===== config.mk =====
export PLATFORM = sky130hd
export DESIGN_NAME = div10_serial
export DESIGN_NICKNAME = d
export VERILOG_FILES = /design/src/rtl/div10_pkg.sv /design/src/rtl/div10_digit_fix.sv /design/src/rtl/div10_rotate_step.sv /design/src/rtl/div10_step_counter.sv /design/src/rtl/div10_serial.sv
export SDC_FILE = /design/constraint.sdc
export NUM_CORES = 1
export LEC_CHECK = 0
export BUFFER_PORTS_ARGS = -buffer_cell sky130_fd_sc_hd__buf_2
export CELL_PAD_IN_SITES_DETAIL_PLACEMENT = 0
export CELL_PAD_IN_SITES_GLOBAL_PLACEMENT = 1
export CORE_MARGIN = 5
export CORE_UTILIZATION = 43
export CTS_BUF_LIST = sky130_fd_sc_hd__clkbuf_2
export DETAILED_ROUTE_END_ITERATION = 6
export PLACE_DENSITY_LB_ADDON = 0.25
export SLEW_MARGIN = 15
export SYNTH_ARGS = -nofsm -noshare
export SYNTH_HDL_FRONTEND = slang
export SYNTH_SLANG_ARGS = --single-unit

===== constraint.sdc =====
create_clock -name clk -period 4 [get_ports clk]
set_input_delay 0.8 -clock clk [delete_from_list [all_inputs] [get_ports clk]]
set_output_delay 0.8 -clock clk [all_outputs]
set_load 0.05 [all_outputs]

===== src/rtl/div10_pkg.sv =====
// Package: shared widths and types for the serial divide-by-ten unit.
// Assumes one decimal digit of four bits.
package div10_pkg;
    localparam int DIGIT_W = 4;
    localparam int DIGIT_MAX = 9;
    localparam int FIX_THRESHOLD = 5;
    localparam int FIX_ADDEND = 3;

    typedef logic [DIGIT_W-1:0] digit_t;
endpackage


===== src/rtl/div10_digit_fix.sv =====
// Module: div10_digit_fix
// Applies the add-three correction to one decimal digit, so that doubling it
// afterwards carries into the next weight correctly.
// Assumes the input digit is a valid decimal value (0..9).
module div10_digit_fix
    import div10_pkg::*;
(
    input  digit_t digit_in,
    output digit_t digit_out
);
    // Purpose: add three when the digit is five or larger.
    always_comb begin
        if (digit_in >= digit_t'(FIX_THRESHOLD))
            digit_out = digit_in + digit_t'(FIX_ADDEND);
        else
            digit_out = digit_in;
    end
endmodule


===== src/rtl/div10_rotate_step.sv =====
// Module: div10_rotate_step
// One combinational step of the loop: correct the digit, then rotate the
// {operand, digit} ring left by one bit. The operand MSB enters the digit LSB
// and the corrected digit MSB enters the operand LSB.
// Assumes WIDTH >= 2 and a valid decimal digit on input.
module div10_rotate_step
    import div10_pkg::*;
#(
    parameter int WIDTH = 10
) (
    input  logic [WIDTH-1:0] word_in,
    input  digit_t           digit_in,
    output logic [WIDTH-1:0] word_out,
    output digit_t           digit_out
);
    digit_t fixed;

    div10_digit_fix fix_i (
        .digit_in  (digit_in),
        .digit_out (fixed)
    );

    // Purpose: rotate the ring formed by the word and the corrected digit.
    always_comb begin
        word_out  = {word_in[WIDTH-2:0], fixed[DIGIT_W-1]};
        digit_out = {fixed[DIGIT_W-2:0], word_in[WIDTH-1]};
    end
endmodule


===== src/rtl/div10_step_counter.sv =====
// Module: div10_step_counter
// Sequencer: counts the remaining steps, holds busy, and pulses done on the
// edge that executes the final step.
// Assumes load is only raised while idle.
module div10_step_counter #(
    parameter int STEPS = 10,
    localparam int CNT_W = $clog2(STEPS + 1)
) (
    input  logic clk,
    input  logic rst_n,
    input  logic load,
    output logic busy,
    output logic step_en,
    output logic done
);
    logic [CNT_W-1:0] remaining;
    logic             last_step;

    assign step_en   = busy;
    assign last_step = busy && (remaining == CNT_W'(1));

    // Purpose: track remaining steps and generate busy and the done pulse.
    always_ff @(posedge clk) begin
        if (!rst_n) begin
            remaining <= '0;
            busy      <= 1'b0;
            done      <= 1'b0;
        end else begin
            done <= last_step;
            if (load) begin
                remaining <= CNT_W'(STEPS);
                busy      <= 1'b1;
            end else if (busy) begin
                remaining <= remaining - CNT_W'(1);
                if (last_step)
                    busy <= 1'b0;
            end
        end
    end

    // busy stays high while more than one step remains
    a_r3_busy_holds: assert property (@(posedge clk) disable iff (!rst_n)
        (busy && remaining > CNT_W'(1)) |=> busy);

    // the done pulse coincides with the fall of busy
    a_r3_done_ends_busy: assert property (@(posedge clk) disable iff (!rst_n)
        done |-> (!busy && $past(busy)));
endmodule


===== src/rtl/div10_serial.sv =====
// Module: div10_serial (top)
// Divides an unsigned WIDTH-bit operand by ten with one shift-and-correct
// step per clock. It returns the quotient in the working register and the
// remainder in the digit register after WIDTH steps.
// Assumes synchronous active-low reset. A start is accepted only while idle.
module div10_serial
    import div10_pkg::*;
#(
    parameter int WIDTH = 10
) (
    input  logic             clk,
    input  logic             rst_n,
    input  logic             start,
    input  logic [WIDTH-1:0] operand,
    output logic             busy,
    output logic             done,
    output logic [WIDTH-1:0] quotient,
    output logic [3:0]       remainder
);
    logic [WIDTH-1:0] word_q;
    logic [WIDTH-1:0] word_nxt;
    digit_t           digit_q;
    digit_t           digit_nxt;
    logic             accept;
    logic             step_en;

    assign accept = start && !busy;

    div10_step_counter #(
        .STEPS (WIDTH)
    ) seq_i (
        .clk     (clk),
        .rst_n   (rst_n),
        .load    (accept),
        .busy    (busy),
        .step_en (step_en),
        .done    (done)
    );

    div10_rotate_step #(
        .WIDTH (WIDTH)
    ) step_i (
        .word_in   (word_q),
        .digit_in  (digit_q),
        .word_out  (word_nxt),
        .digit_out (digit_nxt)
    );

    // Purpose: load the operand on accept, otherwise advance one step while busy.
    always_ff @(posedge clk) begin
        if (!rst_n) begin
            word_q  <= '0;
            digit_q <= '0;
        end else if (accept) begin
            word_q  <= operand;
            digit_q <= '0;
        end else if (step_en) begin
            word_q  <= word_nxt;
            digit_q <= digit_nxt;
        end
    end

    assign quotient  = word_q;
    assign remainder = digit_q;

    // the digit register never leaves the decimal range
    a_r6_digit_decimal: assert property (@(posedge clk) disable iff (!rst_n)
        remainder <= 4'(DIGIT_MAX));

    // an accepted start clears the digit and raises busy
    a_r2_start_loads: assert property (@(posedge clk) disable iff (!rst_n)
        (start && !busy) |=> (busy && remainder == 4'd0));

    // done never lasts two cycles
    a_r7_done_single: assert property (@(posedge clk) disable iff (!rst_n)
        done |=> !done);

    // idle outputs hold when no start arrives
    a_r9_idle_hold: assert property (@(posedge clk) disable iff (!rst_n)
        (!busy && !start) |=> ($stable(quotient) && $stable(remainder)));
endmodule


==> results.cfg, run 1 <==
[logic_synthesis]
synthFlopType = dfxtp_1
synthTopCellsByArea = dfxtp_1, mux2i_1, and2_1
ys_seq_area_share_pct = 37.56
ys_async_sr_fraction_pct = 0
syn_area_per_cell_um2 = 9.270
yosysWarningCount = 0
synth_cell_types = 31
synth_fp_nets = 132
ys_seq_elements = 20
synth_commonest_cells = dfxtp_1, nand2_1, mux2i_1
synth_edf_count = 0
synth_largest_area_cell = dfxtp_1
yosys.area.top_type_share_pct = 37.56
syn_inst = 115
netlist_area_um2 = 1066
synth.most_common_cell = dfxtp_1

[drt]
totalWireLength_mm = 1.953
num_vias = 838
route.detailed.drc = 0
drt_iter0_drc = 30
via_per_inst = 4.929
post_drt_wl_per_cell_um = 11.49
firstDrtPassIters = 4
ant_nets = 0

[timing]
finalCriticalPeriod_ps = 1899
hold_slack_ps = 555.0
slew_viol_final = 0
tightest_slew_ps = 383.0
grt_setup_unrepaired = no
max-slew-margin-rel_pct = 74.30
setup_tns_ps = 0
hold_viol = 0
fmax_ghz = 0.5266
finalCritPeriodShare_pct = 47.48
finalSetupViolations = 0
finClkSkew_ps = 11.12

[final_layout]
final_area_um2 = 1185
antennaDiodeCount = 0
nNetsFinal = 158
areaGrowthSynthToFinish_pct = 11.15
drive_gt1_share_pct = 25.71

[hold_path]
hold_depth = 2
hold_class = reg -> reg
holdCritStartpoint = remainder[3]$_SDFFE_PP0P_
min_to = remainder[3]$_SDFFE_PP0P_

[clocking]
cts_buffers = 3
htreeDepth = 1
clock_latency_ps = 310
ctsHoldBuffers = 0
root_buffer = clkbuf_2
cts_resized = 0
clk_pin_slew_worst_paths_ps = 190
cts_sinks = 20
cts_tree = yes
clock_path_buffers = 2
cts_setup_buffers = 0

[placement]
finalWeightedCongestion = 0.8141
place_area_um2 = 1140
port_buffers = 28
place_hpwl_mm = 1.413

[worst_setup_path]
cpPeakStageDelay_ps = 490
cp.depth = 1
worst-path-max-fanout = 8
rr_worst_depth = 6
cpLargestDelayFamily = flip-flops
arrival_ps = 1100
regToRegStartpoint = remainder[1]$_SDFFE_PP0P_
r2r_slack_ps = 2430
worstPathCellList = buf_2
worst_setup_path_end_kind = primary output
r2r-end = remainder[1]$_SDFFE_PP0P_
required_ps = 3200
startpoint_type = flip-flop
crit_path_top_delay_cell = dfxtp_1
criticalPathCategory = reg -> out
path_buf_inv = 1

[pwr]
power_density_nw_per_um2 = 392.5
max-vdd-ir-drop_uv = 199.5
leakage_nw = 0.5375

[floorplan]
start_util_pct = 43.83
pin_count = 29
die_x_um = 59.79
die-area_um2 = 3575
dieHeight_um = 59.79
core.rowCount = 18
core_um2 = 2432

[global_routing]
grt_max_degree = 40
overflow = 0
grt_pass1_vias = 717
grt_pass1_wl_mm = 3.187
antenna_found_initial = 0
grt_use_total_pct = 11.69

[outcome]
status = completed

[run]
max_cap_violations = 0
==> flip-flops by register name, indices dropped and copies added, names as in the netlist <==
name	flops
seq_i.busy	1
quotient	10
remainder	4
seq_i.remaining	4
seq_i.done	1
==> where the power goes <==
| part | switching [W] | total (W) | internal, W | leakage, nW |
|---|---|---|---|---|
| Combinational | 0.0000630 | 0.0000966 | 0.0000336 | 0.347 |
| Clock | 0.0000599 | 0.000146 | 0.0000863 | 0.0266 |
| Sequential | 0.0000102 | 0.000222 | 0.000212 | 0.164 |
| Total | 0.000133 | 0.000465 | 0.000332 | 0.537 |
==> per-layer routing <==
layer / up-vias / share of wire, % / routed length, µm / GRT usage, %
met5: - / 0 / 0 / 0
met4: 0 / 0.61 / 12 / 5.696
met3: 2 / 9.0 / 175 / 3.024
met2: 22 / 43 / 845 / 17.75
met1: 374 / 47 / 918 / 15.28
li1: 440 / - / - / -
==> how the worst max path moves through the flow <==
stage,start,slack [ps],to
floorplan,remainder[1]$_SDFFE_PP0P_,2180,remainder[1]$_SDFFE_PP0P_
global placement,start,2210,quotient[0]$_SDFFE_PN0P_
detailed placement,start,2190,quotient[0]$_SDFFE_PN0P_
CTS,remainder[2]$_SDFFE_PP0P_,2070,remainder[2]
global route,remainder[2]$_SDFFE_PP0P_,2000,remainder[2]
finish,remainder[2]$_SDFFE_PP0P_,2100,remainder[2]
==> cell usage in the layout (no fill, tap or decap), drive strengths merged, types with 3 or more instances in the layout <==
cell type	count
clkbuf	3
ha	4
o21ai	13
and2	9
a21oi	4
nand3	5
nor2	4
inv	6
mux2i	10
dfxtp	20
nand2	13
buf	29
==> final cells by class <==
cell class | instances | area [µm²]
Clock buffer | 3 | 15.01
Clock inverter | 1 | 30.03
Fill cell | 244 | 1247
Inverter | 6 | 22.52
Multi-Input combinational cell | 81 | 531.8
Sequential cell | 20 | 400.4
Tap cell | 30 | 37.54
Timing Repair Buffer | 29 | 147.6
==> per-stage QoR <==
stage	power (W)	util [%]	std cells	setup slack [ps]
6_report	0.0004651	48.71	170	2101
5_1_grt	0.0004886	48.71	170	1995
4_1_cts	0.0004739	48.71	170	2070
3_5_place_dp	0.0003242	46.86	166	2191
3_3_place_gp	0.0003230	46.86	166	2209
2_1_floorplan	0.0003137	-	115	2185
==> kinds of logic (layout without fill, tap and decap cells) <==
group           count (synthesis)  after routing  share of synthesized area, %
compound gates                 25             25                         14.09
xor+xnor                        3              3                         2.465
fa+ha+maj                       4              4                         4.695
buf+inv                        14             39                         12.56
flops                          20             20                         37.56
mux                            12             12                         11.50
simple gates                   37             37                         17.14
Note: power is estimated with default switching activity, not from simulation.
==> run 2, diff against run 1 <==
--- a/config.mk
+++ b/config.mk
@@ -5,11 +5,12 @@
 export SDC_FILE = /design/constraint.sdc
 export NUM_CORES = 1
 export LEC_CHECK = 0
+export ABC_AREA = 1
 export BUFFER_PORTS_ARGS = -buffer_cell sky130_fd_sc_hd__buf_2
 export CELL_PAD_IN_SITES_DETAIL_PLACEMENT = 0
 export CELL_PAD_IN_SITES_GLOBAL_PLACEMENT = 1
 export CORE_MARGIN = 5
-export CORE_UTILIZATION = 43
+export CORE_UTILIZATION = 37
 export CTS_BUF_LIST = sky130_fd_sc_hd__clkbuf_2
 export DETAILED_ROUTE_END_ITERATION = 6
 export PLACE_DENSITY_LB_ADDON = 0.25
==> constraint.sdc (replaced) <==
create_clock -name clk -period 1.8 [get_ports clk]
set_input_delay 0.36 -clock clk [delete_from_list [all_inputs] [get_ports clk]]
set_output_delay 0.36 -clock clk [all_outputs]
set_load 0.05 [all_outputs]
==> run 2 against run 1 <==
  * Non-clock buffer count stayed put
  * Register-to-register slack worse by 2000 ps
  * Sequential power is 120% higher
  * Wire length is 20% higher
  * Critical path depth stayed put
  * First-iteration DRC count is 47% lower
  * Clock power is 22% higher
  * Clock skew is 3.2 ps lower
  * Die area is 13% higher
  * Sequential share of layout area is 1.2 points lower
  * Clock-buffer cell count stayed put
  * Global-route usage is 0.65 points higher
==> results.cfg, run 2 <==
[timing]
finalCriticalPeriod_ps = 1652
max-slew-margin-rel_pct = 70.50
hold_slack_ps = 337.3
setup_slack_ps = 148.0
tightest_slew_ps = 441.9
slew_viol_final = 0
finClkSkew_ps = 7.938
setup_tns_ps = 0
finalSetupViolations = 0
fmax_ghz = 0.6053
hold_viol = 0
finalCritPeriodShare_pct = 91.78
grt_setup_unrepaired = no

[clocking]
clk_pin_slew_worst_paths_ps = 190
clock_latency_ps = 310
root_buffer = clkbuf_2
htreeDepth = 1
cts_resized = 0
cts_sinks = 20
cts_setup_buffers = 0
ctsHoldBuffers = 0
cts_buffers = 3
clock_path_buffers = 2
cts_tree = yes

[worst_setup_path]
crit_path_top_delay_cell = dfxtp_1
worst-path-max-fanout = 8
startpoint_type = flip-flop
cpPeakStageDelay_ps = 630
cpLargestDelayFamily = flip-flops
path_buf_inv = 1
worstPathCellList = buf_2
arrival_ps = 1290
criticalPathCategory = reg -> out
worst_setup_path_end_kind = primary output
required_ps = 1440

[pwr]
power_density_nw_per_um2 = 724.2
p_total_w = 0.0008889
max-vdd-ir-drop_uv = 405.7
leakage_nw = 0.6493

[logic_synthesis]
netlist_area_um2 = 1057
syn_inst = 146
syn_area_per_cell_um2 = 7.242
synth_largest_area_cell = dfxtp_1
synth_fp_nets = 163
synth.most_common_cell = nand2_1
synth_edf_count = 0
synthTopCellsByArea = dfxtp_1, nand2_1, inv_1
ys_seq_area_share_pct = 37.87
yosys.area.top_type_share_pct = 37.87
ys_seq_elements = 20
yosysWarningCount = 0
ys_async_sr_fraction_pct = 0
synthFlopType = dfxtp_1
synth_cell_types = 25
synth_commonest_cells = nand2_1, inv_1, dfxtp_1

[floorplan]
core_um2 = 2758
die_x_um = 63.46
core.rowCount = 19
start_util_pct = 38.34
die-area_um2 = 4027
pin_count = 29
dieHeight_um = 63.46

[final_layout]
antennaDiodeCount = 0
fillers = 302
drive_gt1_share_pct = 25.29
nNetsFinal = 193
layout_commonest_cell = nand2_1
areaGrowthSynthToFinish_pct = 16.09
layout_common_cells = nand2_1, buf_2, inv_1, dfxtp_1, nor2_1
largest_reg_flops = 10

[placement]
place_hpwl_mm = 1.864
dp_slack_ps = 450.9
port_buffers = 28
finalWeightedCongestion = 0.7685

[hold_path]
hold_class = in -> reg

[drt]
ant_nets = 0
post_drt_wl_per_cell_um = 11.42
route.detailed.drc = 0
totalWireLength_mm = 2.341
num_vias = 960
firstDrtPassIters = 6
drt_iter0_drc = 16
via_per_inst = 4.683

[global_routing]
antenna_found_initial = 0
grt_use_total_pct = 12.34
overflow = 0
grt_pass1_wl_mm = 4.050
grt_max_degree = 13
grt_pass1_vias = 959

[outcome]
status = completed

[run]
max_cap_violations = 0
[run 2: cell count changes in the layout (fill, tap and decap cells not counted), sizes merged, moves of 2 or more]
cell,change
a21oi,+3
and2,-9
inv,+24
mux2,-2
mux2i,-10
nand2,+40
nand2b,-2
nor2,+3
o211ai,+4
o21ai,-10
o221ai,+3
o31ai,-2
xnor2,-2
[run 2: worst paths after layout]
check	to	slack, ps	startpoint	cells after the start
hold reg to reg	remainder[0]$_SDFFE_PP0P_	500	quotient[9]$_SDFFE_PN0P_	2
setup reg to reg	remainder[1]$_SDFFE_PP0P_	440	remainder[0]$_SDFFE_PP0P_	8
hold / removal	quotient[4]$_SDFFE_PN0P_	340	operand[4]	5
setup / recovery	busy	150	seq_i.busy$_SDFF_PN0_	1
[run 2: area by class of cell]
| type | instances | area, µm² | share of cell area [%] |
|---|---|---|---|
| inverter | 31 | 138.9 | 11.31 |
| timing repair buffer | 29 | 147.6 | 12.03 |
| tap | 31 | 38.79 | 3.160 |
| clock buffer | 3 | 15.01 | 1.223 |
| multi-input combinational | 91 | 486.7 | 39.65 |
| sequential | 20 | 400.4 | 32.62 |
[run 2: logic make-up (layout without fill, tap and decap cells)]
logic type	Yosys count	after routing	synth area share [%]
adder cells (fa/ha/maj)	4	4	4.734
AND/OR/NAND/NOR	69	69	28.76
buffers and inverters	35	63	16.09
AO/OA/AOI/OAI	18	18	12.54
flip-flops	20	20	37.87
[run 2: metrics by stage]
step / util, % / cell area (µm²) / instances
after global placement: 43.97 / 1212 / 202
final: 44.51 / 1227 / 205
after floorplan: - / 1057 / 146
after CTS: 44.51 / 1227 / 205
after global routing: 44.51 / 1227 / 205
after detailed placement: 43.97 / 1212 / 202
[run 2: per-layer routing]
layer  up-vias  global-route usage [%]  routed length (µm)
li1        506                       -                   -
met1       422                   14.53                1053
met2        30                   20.30                1096
met3         2                   5.329                 180
met4         0                   3.377                  10
met5         -                       0                   0
[run 2: power breakdown]
| group | total, W | internal, W | switching [W] |
|---|---|---|---|
| registers | 0.000489 | 0.000469 | 0.0000209 |
| logic | 0.000221 | 0.0000657 | 0.000156 |
| clock network | 0.000178 | 0.0000455 | 0.000133 |
| total | 0.000889 | 0.000580 | 0.000309 |
[run 2: worst register-to-register path: stages, from the launching register on]
cell and delay, ps:
dfxtp_1 470, inv_1 90, ha_1 230, nand2_1 70
nand2_1 90, a21oi_2 180, nand2_1 70, nand2_1 60
nor2_1 30
